--- src/rtl/seg_chk_pkg.sv ---
package seg_chk_pkg;

  typedef enum logic [1:0] {
    RC_CODE  = 2'd0,
    RC_STACK = 2'd1,
    RC_DATA  = 2'd2
  } rclass_e;

  localparam logic [7:0] VEC_NONE = 8'd0;
  localparam logic [7:0] VEC_TS   = 8'd10;
  localparam logic [7:0] VEC_NP   = 8'd11;
  localparam logic [7:0] VEC_SS   = 8'd12;
  localparam logic [7:0] VEC_GP   = 8'd13;

  typedef struct packed {
    logic       present;
    logic       is_cd;
    logic       exec;
    logic       readable;
    logic       writable;
    logic       conform;
    logic [1:0] dpl;
  } desc_t;

endpackage

--- src/rtl/seg_fault_arb.sv ---
module seg_fault_arb
  import seg_chk_pkg::*;
#(
  parameter int SEL_W = 16,
  parameter int VEC_W = 8
) (
  input  logic [1:0]       rclass_i,
  input  logic [SEL_W-1:2] sel_hi_i,
  input  logic             null_sel_i,
  input  logic             out_of_range_i,
  input  logic             present_i,
  input  logic             rights_fail_i,
  input  logic             ts_ctx_i,
  input  logic             stk_fail_i,
  output logic             fault_o,
  output logic [VEC_W-1:0] vector_o,
  output logic [SEL_W-1:0] code_o
);
  logic             is_data;
  logic [VEC_W-1:0] prot_vec;
  logic [SEL_W-1:0] sel_code;

  assign is_data  = rclass_i[1];
  assign prot_vec = ts_ctx_i ? VEC_W'(VEC_TS) : VEC_W'(VEC_GP);
  assign sel_code = {sel_hi_i, 2'b00};

  // ranking: null > range > present > rights > stack status
  always_comb begin
    fault_o  = 1'b1;
    vector_o = VEC_W'(VEC_NONE);
    code_o   = '0;
    if (null_sel_i) begin
      if (is_data) fault_o = 1'b0;
      else         vector_o = VEC_W'(VEC_GP);
    end else if (out_of_range_i) begin
      vector_o = prot_vec;
      code_o   = sel_code;
    end else if (!present_i) begin
      vector_o = (rclass_i == RC_STACK) ? VEC_W'(VEC_SS) : VEC_W'(VEC_NP);
      code_o   = sel_code;
    end else if (rights_fail_i) begin
      vector_o = prot_vec;
      code_o   = sel_code;
    end else if (stk_fail_i) begin
      vector_o = VEC_W'(VEC_SS);
    end else begin
      fault_o = 1'b0;
    end
  end
endmodule

--- config.mk ---
export PLATFORM = sky130hd
export DESIGN_NAME = seg_fault_arb
export DESIGN_NICKNAME = d
export VERILOG_FILES = /design/src/rtl/seg_chk_pkg.sv /design/src/rtl/seg_fault_arb.sv
export SDC_FILE = /design/constraint.sdc
export NUM_CORES = 1
export LEC_CHECK = 0
export CAP_MARGIN = 20
export CORE_AREA = 8 8 45 47
export DETAILED_ROUTE_END_ITERATION = 12
export DIE_AREA = 0 0 53 55
export GPL_ROUTABILITY_DRIVEN = 0
export PLACE_DENSITY = 0.8
export SLEW_MARGIN = 0
export SYNTH_ARGS = -nofsm -noshare
export SYNTH_HDL_FRONTEND = slang
export SYNTH_SLANG_ARGS = --single-unit
--- constraint.sdc ---
create_clock -name vclk -period 2.5
set_clock_uncertainty 0.2 [all_clocks]
set_input_delay 0.625 -clock vclk [all_inputs]
set_output_delay 0.625 -clock vclk [all_outputs]
set_load 0.02 [all_outputs]
# Word level (Yosys, flattened, before mapping)
# Index checks and enable logic that the tools add are counted.
totals:
  reg_bits: 0
  out_inout_bits: 25
  in_bits: 22
classes:
  n_eq_ne: 1
  mux: 18
op_table:
  columns: ["operator", "count"]
  rows:
  - ["16-bit two-way mux", 4]
  - ["4-bit two-way mux", 5]
  - ["8-bit two-way mux", 1]
  - ["1-bit two-way mux", 6]
  - ["3-bit two-way mux", 2]
  - ["2-bit by 1-bit equality test with 1-bit output, second input constant", 1]

# Longest topological paths before layout
logic_depth:
  ltp_word: 5
  depth_mapped: 4

# Worst setup path before layout
# No wires, ideal clock.
synth_path:
  path_kind: "input -> output"
  startpoint: "input port present_i"
  endpoint: "output port vector_o[3]"
  path_buffers: 1
  setup_slack_ns: 0.089
  arrival_time_ns: 1.586
  path_stages: 3
  path_cell_list: "nor3b_2 > a21boi_0 > buf_4"
synth_via:
  elab_chain_len: 3
synth_rtl:
  columns: ["item", "line", "text"]
  rows:
  - ["start, declared", "seg_fault_arb.sv:11", "input logic present_i,"]
  - ["4-bit two-way mux", "seg_fault_arb.sv:38", "end else if (!present_i) begin"]
  - ["4-bit two-way mux", "seg_fault_arb.sv:35", "end else if (out_of_range_i) begin"]
  - ["8-bit two-way mux", "seg_fault_arb.sv:32", "if (null_sel_i) begin"]
  - ["end, declared", "seg_fault_arb.sv:16", "output logic [VEC_W-1:0] vector_o,"]
# No other way between the ends.

# Worst setup path after layout
layout_path:
  startpoint: "input port rclass_i[0]"
  endpoint: "output port vector_o[1]"
layout_via:
  elab_chain_len: 5
layout_rtl:
  columns: ["item", "line", "text"]
  rows:
  - ["start, declared", "seg_fault_arb.sv:7", "input logic [1:0] rclass_i,"]
  - ["2-bit by 1-bit equality test with 1-bit output", "seg_fault_arb.sv:39", "vector_o = (rclass_i == RC_STACK) ? VEC_W'(VEC_SS) : VEC_W'(VEC_NP);"]
  - ["3-bit two-way mux", "seg_fault_arb.sv:39", null]
  - ["4-bit two-way mux", "seg_fault_arb.sv:38", null]
  - ["4-bit two-way mux", "seg_fault_arb.sv:35", null]
  - ["8-bit two-way mux", "seg_fault_arb.sv:32", null]
# No other way between the ends.

==> flow_metrics.py <==
metrics = {
    "run_status": {
        "status": "finished clean",
    },
    "floorplan": {
        "rows": 14,
        "die_h_microns": 55,
        "io_pins": 47,
        "fp.dieW_microns": 53,
        "core-area_sq_um": 1384,
        "start_util": 0.2233,
        "die_area_sq_um": 2915,
    },
    "placement": {
        "placed_area_sq_um": 724.4,
        "port_buffers": 41,
        "hpwl_microns": 1182,
    },
    "timing": {
        "rsz0062_at_grt": "no",
        "hold_viol": 0,
        "holdWs_ns": 1.548,
        "finalCritPeriodShare": 0.9736,
        "maxClockFrequency_mhz": 410.9,
        "report.final.setup_viol": 0,
        "period_needed_ns": 2.434,
        "slew_violations": 0,
    },
    "global_routing": {
        "grt_pass1_vias": 470,
        "grt_pass1_wl_microns": 2159,
        "antenna_found_initial": 0,
        "grtUsageTotal": 0.09264,
        "grt_remaining_overflow": 0,
        "grt_max_degree": 8,
    },
    "routing": {
        "drc": 0,
        "ant_nets": 0,
        "first_iter_violations": 0,
        "dr_total_vias": 456,
        "viasPerCell": 4.385,
        "wl_per_cell_microns": 14.24,
        "dr.pass1.iters": 1,
        "drt_wl_total_microns": 1481,
    },
    "power": {
        "pwr-share-clk": 0,
        "power_frac_seq": 0,
        "p_comb_frac": 1.000,
        "powerDensity_nw_per_um2": 204.4,
        "power.leakage_nw": 0.3758,
        "p_sw_frac": 0.4846,
        "p_sw_mw": 0.07139,
        "p_int_mw": 0.07593,
        "max-vdd-ir-drop_mv": 0.1026,
    },
    "min_path": {
        "holdPathStages": 4,
        "holdCritPathClass": "in -> out",
    },
    "finish": {
        "clock_buffer_count": 0,
        "fill_cells": 150,
        "finalInstanceArea_sq_um": 720.7,
        "area_delta_synth_final_pct": 133.2,
        "drive_gt1_frac": 0.6023,
        "antennaDiodeCount": 0,
        "seq_area_sq_um": 0,
        "seq_cell_count": 0,
        "nNetsFinal": 112,
    },
    "worst_setup_path": {
        "crit_path_start_kind": "input pin",
        "slowest_stage": "o32a_4",
        "worstPathArrival_ns": 1.61,
        "worst-endpoint-required_ns": 1.67,
        "cp-end-kind": "primary output",
        "cp_cell_sequence": "dlygate4sd2_1 > nor2b_4 > o32a_4 > nor2_4 > buf_6",
        "path_class": "in -> out",
        "max_stage_delay_ns": 0.39,
        "crit_fanout": 3,
    },
    "synth": {
        "synth_cell_types": 18,
        "synth_xor_area_frac": 0,
        "synth_area_per_cell_sq_um": 7.187,
        "synth-simple-area-share": 0.5506,
        "synth_compound_area_frac": 0.2186,
        "synth.yosys.seq_area_share": 0,
        "synth_area_sq_um": 309.0,
        "synthAdderAreaFrac": 0,
        "syn_inst": 43,
        "yosysWarningCount": 0,
        "muxShareOfSynthArea": 0,
        "synth_top_family_by_area": "simple AND/OR/NAND/NOR gates",
    },
    "cts": {
        "cts_hold_buf": 0,
    },
    "run": {
        "maxCapViolCount": 0,
    },
}
## final timing paths
path / from / endpoint / slack (ns)
worst max-delay path: rclass_i[0] / vector_o[1] / 0.07
worst min-delay path: present_i / vector_o[1] / 1.55
## power groups by stage
stage,combinational (mW),clock (mW),sequential [mW]
after CTS,0.148,0,0
after global routing,0.158,0,0
after global placement,0.148,0,0
after detailed placement,0.149,0,0
after floorplan,0.0767,0,0
final,0.147,0,0
## kinds of logic (layout without fill, tap and decap cells)
group / Yosys count / count (layout)
compound gates: 10 / 10
buf+inv: 9 / 48
other cells: 1 / 6
simple gates: 23 / 24
## routing by layer
| layer | share of wire | up-vias | global-route usage |
|---|---|---|---|
| met3 | 0.19 | 0 | 0.05080 |
| li1 | - | 219 | - |
| met1 | 0.42 | 195 | 0.1041 |
| met4 | 0 | 0 | 0 |
| met5 | 0 | - | 0 |
| met2 | 0.39 | 42 | 0.1602 |
## what timing repair did
| action | 4_1_cts | 5_1_grt |
|---|---|---|
| endpoints found under the setup margin | 19 | 19 |
| cloned | 1 | 0 |
| setup buffers | 2 | 0 |
| gates resized for setup | 103 | 12 |
| pin swaps | 7 | 3 |
## through the flow
stage / TNS, ns / power, mW / utilization / instances / setup slack (ns)
3_5_place_dp: -14.54 / 0.1495 / 0.5235 / 101 / -0.8307
3_3_place_gp: -13.90 / 0.1480 / 0.5235 / 101 / -0.7887
2_1_floorplan: 0 / 0.07670 / - / 48 / 0.08892
4_1_cts: 0 / 0.1479 / 0.5253 / 104 / 0.002222
6_report: 0 / 0.1473 / 0.5208 / 104 / 0.06603
5_1_grt: 0 / 0.1576 / 0.5208 / 104 / 0.03042
## critical path, delay by kind of cell
family / cells / cell delay (ns)
AND/OR/NAND/NOR: 2 / 0.24
AO/OA/AOI/OAI: 1 / 0.39
buffers and inverters: 2 / 0.35
## Yosys cell counts (2+ instances only)
master	instances	share of area
a21boi_0	2	0.049
nor2b_1	2	0.040
and2_2	4	0.097
nor2_1	2	0.024
nand2_1	2	0.024
a21oi_1	2	0.032
o21ai_0	3	0.049
buf_4	7	0.17
and2_4	10	0.28
## cell usage in the layout (no fill, tap or decap), drive strengths merged
cell type / netlist / final
o21a: 1 / 1
a21oi: 2 / 2
nand2: 2 / 2
o21ai: 3 / 3
clkdlybuf4s15: 0 / 2
conb: 1 / 6
or2: 1 / 1
dlygate4sd2: 0 / 2
nor2: 3 / 4
nor3b: 1 / 1
dlymetal6s2s: 0 / 2
inv: 1 / 1
nor2b: 2 / 2
o32ai: 1 / 1
clkdlybuf4s50: 0 / 14
clkbuf: 0 / 3
a21boi: 2 / 2
o32a: 1 / 1
buf: 8 / 24
and2: 14 / 14
## final cells by class
type | count | area [sq um] | area share
timing repair buffer | 47 | 370.4 | 0.5139
tap | 16 | 20.02 | 0.02778
multi-input combinational | 40 | 326.6 | 0.4531
inverter | 1 | 3.754 | 0.005208
Power figures use the tool's default switching activity.
